### src/rtl/irq_dest_filter_pkg.sv
package irq_dest_filter_pkg;
  localparam int ID_W = 8;
  localparam int GRP_W = ID_W / 2;

  typedef enum logic [1:0] {
    SH_NONE = 2'b00,
    SH_SELF = 2'b01,
    SH_ALL  = 2'b10,
    SH_OTHR = 2'b11
  } shorthand_e;

  typedef enum logic {
    FMT_FLAT    = 1'b0,
    FMT_CLUSTER = 1'b1
  } lfmt_e;

  typedef enum logic [1:0] {
    SEL_PHYS = 2'd0,
    SEL_LOG  = 2'd1,
    SEL_FMT  = 2'd2
  } cfg_sel_e;

  typedef struct packed {
    logic [ID_W-1:0] phys_id;
    logic [ID_W-1:0] log_id;
    lfmt_e           fmt;
  } filt_cfg_t;
endpackage

### src/rtl/idf_cfg_regs.sv
module idf_cfg_regs
  import irq_dest_filter_pkg::*;
#(
  parameter int WORD_W = 32
) (
  input  logic              clk,
  input  logic              rst_n,
  input  logic              we,
  input  logic [1:0]        sel,
  input  logic [WORD_W-1:0] wdata,
  output filt_cfg_t         cfg
);
  localparam int ID_LSB = WORD_W - ID_W;

  always_ff @(posedge clk) begin
    if (!rst_n) begin
      cfg.phys_id <= '0;
      cfg.log_id  <= '0;
      cfg.fmt     <= FMT_FLAT;
    end else if (we) begin
      unique case (cfg_sel_e'(sel))
        SEL_PHYS: cfg.phys_id <= wdata[WORD_W-1:ID_LSB];
        SEL_LOG:  cfg.log_id  <= wdata[WORD_W-1:ID_LSB];
        SEL_FMT:  cfg.fmt     <= lfmt_e'(wdata[0]);
        default:  ;
      endcase
    end
  end
endmodule

### src/rtl/idf_decide.sv
module idf_decide
  import irq_dest_filter_pkg::*;
(
  input  filt_cfg_t        cfg,
  input  logic             logical,
  input  logic [ID_W-1:0]  dest,
  input  logic [1:0]       short,
  input  logic             from_self,
  output logic             hit
);
  logic bcast, flat_hit, grp_eq, mem_hit, log_hit, phys_hit;

  always_comb begin
    bcast    = &dest;
    flat_hit = |(dest & cfg.log_id);
    grp_eq   = dest[ID_W-1:GRP_W] == cfg.log_id[ID_W-1:GRP_W];
    mem_hit  = |(dest[GRP_W-1:0] & cfg.log_id[GRP_W-1:0]);
    log_hit  = (cfg.fmt == FMT_CLUSTER) ? (grp_eq && mem_hit) : flat_hit;
    phys_hit = dest == cfg.phys_id;
    unique case (shorthand_e'(short))
      SH_SELF: hit = from_self;
      SH_ALL:  hit = 1'b1;
      SH_OTHR: hit = !from_self;
      default: hit = bcast || (logical ? log_hit : phys_hit);
    endcase
  end
endmodule

### src/rtl/idf_result.sv
module idf_result #(
  parameter int CNT_W = 16
) (
  input  logic             clk,
  input  logic             rst_n,
  input  logic             take,
  input  logic             hit,
  output logic             res_valid,
  output logic             res_accept,
  output logic [CNT_W-1:0] count
);
  always_ff @(posedge clk) begin
    if (!rst_n) begin
      res_valid  <= 1'b0;
      res_accept <= 1'b0;
      count      <= '0;
    end else begin
      res_valid  <= take;
      res_accept <= take && hit;
      if (take && hit) count <= count + 1'b1;
    end
  end
endmodule

### src/rtl/irq_dest_filter.sv
module irq_dest_filter
  import irq_dest_filter_pkg::*;
#(
  parameter int CNT_W  = 16,
  parameter int WORD_W = 32
) (
  input  logic              clk,
  input  logic              rst_n,
  input  logic              cfg_we,
  input  logic [1:0]        cfg_sel,
  input  logic [WORD_W-1:0] cfg_wdata,
  input  logic              msg_valid,
  output logic              msg_ready,
  input  logic              msg_logical,
  input  logic [7:0]        msg_dest,
  input  logic [1:0]        msg_short,
  input  logic              msg_from_self,
  output logic              res_valid,
  output logic              res_accept,
  output logic [CNT_W-1:0]  acc_count
);
  filt_cfg_t cfg;
  logic      hit;

  assign msg_ready = 1'b1;

  idf_cfg_regs #(.WORD_W(WORD_W)) u_cfg (
    .clk(clk), .rst_n(rst_n), .we(cfg_we), .sel(cfg_sel),
    .wdata(cfg_wdata), .cfg(cfg)
  );

  idf_decide u_dec (
    .cfg(cfg), .logical(msg_logical), .dest(msg_dest),
    .short(msg_short), .from_self(msg_from_self), .hit(hit)
  );

  idf_result #(.CNT_W(CNT_W)) u_res (
    .clk(clk), .rst_n(rst_n), .take(msg_valid && msg_ready), .hit(hit),
    .res_valid(res_valid), .res_accept(res_accept), .count(acc_count)
  );
endmodule

### config.mk
export PLATFORM = sky130hd
export DESIGN_NAME = irq_dest_filter
export DESIGN_NICKNAME = d
export VERILOG_FILES = /design/src/rtl/irq_dest_filter_pkg.sv /design/src/rtl/idf_cfg_regs.sv /design/src/rtl/idf_decide.sv /design/src/rtl/idf_result.sv /design/src/rtl/irq_dest_filter.sv
export SDC_FILE = /design/constraint.sdc
export NUM_CORES = 1
export LEC_CHECK = 0
export CELL_PAD_IN_SITES_DETAIL_PLACEMENT = 0
export CELL_PAD_IN_SITES_GLOBAL_PLACEMENT = 1
export CORE_AREA = 3 3 81 83
export CTS_CLUSTER_DIAMETER = 150
export DETAILED_ROUTE_END_ITERATION = 6
export DIE_AREA = 0 0 84 86
export PLACE_DENSITY = 0.83
export SKIP_LAST_GASP = 1
export SLEW_MARGIN = 40
export SYNTH_ARGS = -nofsm -noshare
export SYNTH_HDL_FRONTEND = slang
export SYNTH_SLANG_ARGS = --single-unit
### constraint.sdc
create_clock -name clk -period 2.8 [get_ports clk]
set_input_delay 0.56 -clock clk [delete_from_list [all_inputs] [get_ports clk]]
set_output_delay 0.56 -clock clk [all_outputs]
set_load 0.02 [all_outputs]
### Yosys cells after proc, flatten, opt, wreduce, memory -nomap -nowiden

Index checks and enable logic that the tools add are counted.

| cells by class | value |
|---|---|
| muxes and demuxes | 3 |
| eq/ne operators | 7 |
| add/sub/neg operators | 1 |
| reductions and logical operators | 11 |
| bitwise operators | 2 |

Operators by type and width:

| cell | number |
|---|---|
| adder 16 x 1 -> 16 bit (second input constant) | 1 |
| AND 8 bit | 1 |
| equality test 8 bit | 1 |
| AND reduction 8 bit | 1 |
| OR reduction 8 bit | 1 |
| equality test 2 bit (second input constant) | 3 |
| AND reduction 2 bit | 3 |
| AND 4 bit | 1 |
| equality test 2 x 1 -> 1 bit (second input constant) | 2 |
| equality test 4 bit | 1 |
| OR reduction 4 bit | 1 |
| one-hot mux 1 bit (3 select lines) | 1 |
| logical AND 1 bit | 2 |
| logical NOT 2 bit | 1 |
| 2-to-1 mux 1 bit | 2 |
| logical NOT 1 bit | 1 |
| logical OR 1 bit | 1 |

| storage, ports and cells | value |
|---|---|
| register bits after elaboration | 35 |
| input port bits | 50 |
| logic and storage cells | 30 |

### Depth between registers and ports, before layout

| logic depth | value |
|---|---|
| depth after elaboration | 8 |
| gate-level depth with buffers | 7 |
| depth with buffers taken out | 7 |

### Modules after synthesis

A second synthesis with hierarchy kept.

| unflattened totals | value |
|---|---|
| cells, all modules | 186 |
| area, all modules | 1,704.1 um2 |

By module, submodules not included:

| module | cells an instance | times used | area an instance (um2) | seq. area each (um2) |
|---|---|---|---|---|
| idf_result | 87 | 1 | 798.3 | 360.3 |
| idf_cfg_regs | 68 | 1 | 665.6 | 340.3 |
| idf_decide | 29 | 1 | 229.0 | 0.0 |
| irq_dest_filter | 2 | 1 | 11.3 | 0.0 |

### Worst setup path before layout

Ideal clock, no wire load.

| path | value |
|---|---|
| path type | in2reg |
| start | in msg_dest[5] |
| end | reg u_res.count[14] |
| stages on the path | 7 |
| buffers on the path | 0 |
| path slack | 417 ps |
| data arrival time | 2,263 ps |
| path through | ha_1 or4_4 a21oi_4 o21ai_4 a21o_1 o211a_1 or2_1 |

| on the way | value |
|---|---|
| longest elaborated chain between the ends | 7 |
| elaborated cells on any way between the ends | 11 |
| classes of those cells | eq/ne: 2; mux: 3; bitwise: 1; reduce/logical: 5 |

Ends and longest elaborated chain:

| what | line | RTL |
|---|---|---|
| start: declaration | irq_dest_filter.sv:15 | `input logic [7:0] msg_dest,` |
| AND 8 bit / equality test 4 bit (equally long branches) | idf_decide.sv:15, idf_decide.sv:16 |  |
| OR reduction 8 bit / logical AND 1 bit (equally long branches) | idf_decide.sv:15, idf_decide.sv:18 |  |
| 2-to-1 mux 1 bit | idf_decide.sv:18 | `log_hit = (cfg.fmt == FMT_CLUSTER) ? (grp_eq && mem_hit) : flat_hit;` |
| 2-to-1 mux 1 bit | idf_decide.sv:24 | `default: hit = bcast \|\| (logical ? log_hit : phys_hit);` |
| logical OR 1 bit * | idf_decide.sv:24 |  |
| one-hot mux 1 bit (3 select lines) * | idf_decide.sv:20 | `unique case (shorthand_e'(short))` |
| logical AND 1 bit * | idf_result.sv:20 | `if (take && hit) count <= count + 1'b1;` |
| end signal: assignment | idf_result.sv:20 |  |
| end: declaration | idf_result.sv:10 | `output logic [CNT_W-1:0] count` |

Every way passes the cells marked *; elsewhere a longest branch is shown, timed or not.
A chain may end at the register's enable or synchronous reset.

### Final worst setup path

| path | value |
|---|---|
| start | in msg_dest[5] |
| end | reg u_res.count[12] |

The elaborated chain is that of the path after synthesis.

==> results.toml <==
[outcome]
status = "completed"

[synth]
ys_seq_area_share_pct = 40.4
syn_inst = 186
ys_top_cells_by_area = "dfxtp_1 (40%), mux2i_1 (11%), nor2_1 (6.3%)"
synth.most_common_cell = "dfxtp_1"
synth-edff-count = 0
yosys.area.top_type = "dfxtp_1"
yosys_warnings = 0
synthTopCellsByCount = "dfxtp_1 (35), nor2_1 (29), mux2i_1 (19), nand2_1 (12)"
syn_area_um2 = 1740
synth_top_area_share_pct = 40.4
synth_seq_cells = 35
ys.flop_type = "dfxtp_1"
async_reset_ff_share_pct = 0
ys_types = 43
avgSynthCellArea_um2 = 9.33
syn_nets = 241

[critical_path]
arrival_ns = 2.84
start_kind = "input pin"
critical_path_required_ns = 3.02
path_class = "in -> reg"
r2r_setup_slack_ns = 0.59
crit_fanout = 8
end_kind = "flop"

[cells_and_area]
stdcell_count = 317
area_growth_pct = 42.0
final_core_util_pct = 41.6
antenna_cells = 0
drive_above_1_share_pct = 12.8
fin_nets = 296
design_area_um2 = 2460

[timing]
drv_slew = 0
tightestPinTransition_ns = 0.583
setup_ws_ns = 0.180
setup_violations = 0
rsz0062_at_grt = "false"
tns_ns = 0
hold-worst-slack_ns = 0.493
period_minus_slack_ns = 2.62
clock_skew_ns = 0.00340
clock.fmax_ghz = 0.382
slew_headroom_pct = 61.0
hold_violations = 0
finalCritPeriodShare_pct = 93.6

[placement]
place_congestion = 0.733
place_area_um2 = 2330
port_buffers = 44
placed_cells = 309
pre_cts_ws_ns = -0.112
hpwl_mm = 3.18

[clock_network]
cts.clk_slew.worst_paths_ns = 0.07
cts.sinks = 35
tritoncts = "done"
cts-root-buf = "clkbuf_8"
cts_hold_buf = 0
postCtsSetupRepairBufs = 0
clk_latency_ns = 0.29
cts_buffer_depth = 2
htreeDepth = 2
cts_resized = 0
cts_buffers = 5

[global_routing]
grtUsageTotal_pct = 12.0
grt_pass1_wl_mm = 6.87
grt_antenna_before_repair = 0
grt-ovfl-total = 0
grt_max_degree = 13
grt_pass1_vias = 1484

[pwr]
leakage_nw = 0.976
p_per_area_nw_per_um2 = 492
total_power_mw = 1.21
irDropWorstVdd_v = 0.000302

[floorplanning]
io_pins = 69
initial_core_util_pct = 29.3
fp-row-count = 28
die_height_um = 86
die_area_um2 = 7220
coreArea_um2 = 5920
die_w_um = 84

[drt]
vias = 1513
routedWlPerCell_um = 12.9
drt-pass1-iter-count = 5
routed_via_density = 4.77
final_antenna_net_count = 0
routed_wl_mm = 4.09
drt_iter0_markers = 55
drc_errors = 0

[run]
drv_cap = 0

[hold_path]
hold_path.class = "reg -> reg"
-- kinds of logic after synthesis --
group | count (synthesis) | share of synthesized area, %
AO/OA/AOI/OAI | 27 | 13.6
AND/OR/NAND/NOR | 70 | 20.1
adder cells (fa/ha/maj) | 5 | 3.60
multiplexers | 19 | 11.0
XOR/XNOR | 16 | 8.08
buffers and inverters | 13 | 3.10
flip-flops | 35 | 40.4
other | 1 | 0.216
-- cell type report --
type,count,area (um2)
Clock buffer,5,68.8
Inverter,4,15.0
Clock inverter,3,67.6
Fill cell,580,3460
Tap cell,75,93.8
Timing Repair Buffer,57,538
Multi-Input combinational cell,138,981
Sequential cell,35,701
-- routing by layer --
layer	GRT usage, %	vias up	wire length [um]
met1	15.0	706	1920
li1	-	766	-
met4	6.43	0	90
met2	19.0	33	1890
met5	0	-	0
met3	3.17	8	186
-- registers in the layout, indices dropped and copies added (netlist names) --
register and cells:
u_cfg.cfg 17, u_res.count 16, u_res.res_accept 1, u_res.res_valid 1
-- final timing paths --
path,startpoint,to,cells past startpoint
min,u_res.count[1]$_SDFFE_PN0P_,u_res.count[1]$_SDFFE_PN0P_,2
max reg2reg,u_cfg.cfg[6]$_SDFFE_PN0P_,u_res.count[12]$_SDFFE_PN0P_,7
min reg2reg,u_res.count[1]$_SDFFE_PN0P_,u_res.count[1]$_SDFFE_PN0P_,2
max,msg_dest[5],u_res.count[12]$_SDFFE_PN0P_,8
-- critical path, stage by stage --
cell	delay [ns]
clkdlybuf4s50_1	0.43
ha_1	0.30
or4_4	0.56
a21oi_4	0.15
o21ai_4	0.11
a21o_1	0.24
or3_1	0.36
a21oi_1	0.13
-- power breakdown --
part           switching, mW  internal, mW
combinational         0.0744        0.0819
sequential           0.00857         0.510
clock                  0.183         0.355
-- layout by cell type, fill, tap and decap left out, types with 2 or more instances in the layout --
cell             count
xnor2_1              8
o21ai_0              3
xor2_1               8
nor2_1              29
nor4_1               2
nand4_1              8
a2111oi_2            2
dfxtp_1             35
ha_1                 5
a2111oi_1            3
inv_1                4
a21oi_1              5
mux2i_1             19
and3_1               4
nand2b_1             3
clkdlybuf4s50_1     44
nand2_1             12
buf_4               13
a22oi_1              2
clkbuf_8             5
a31o_2               2
nand3_1              2
bufinv_16            2
nand3b_1             2
(Power assumes the default switching activity.)
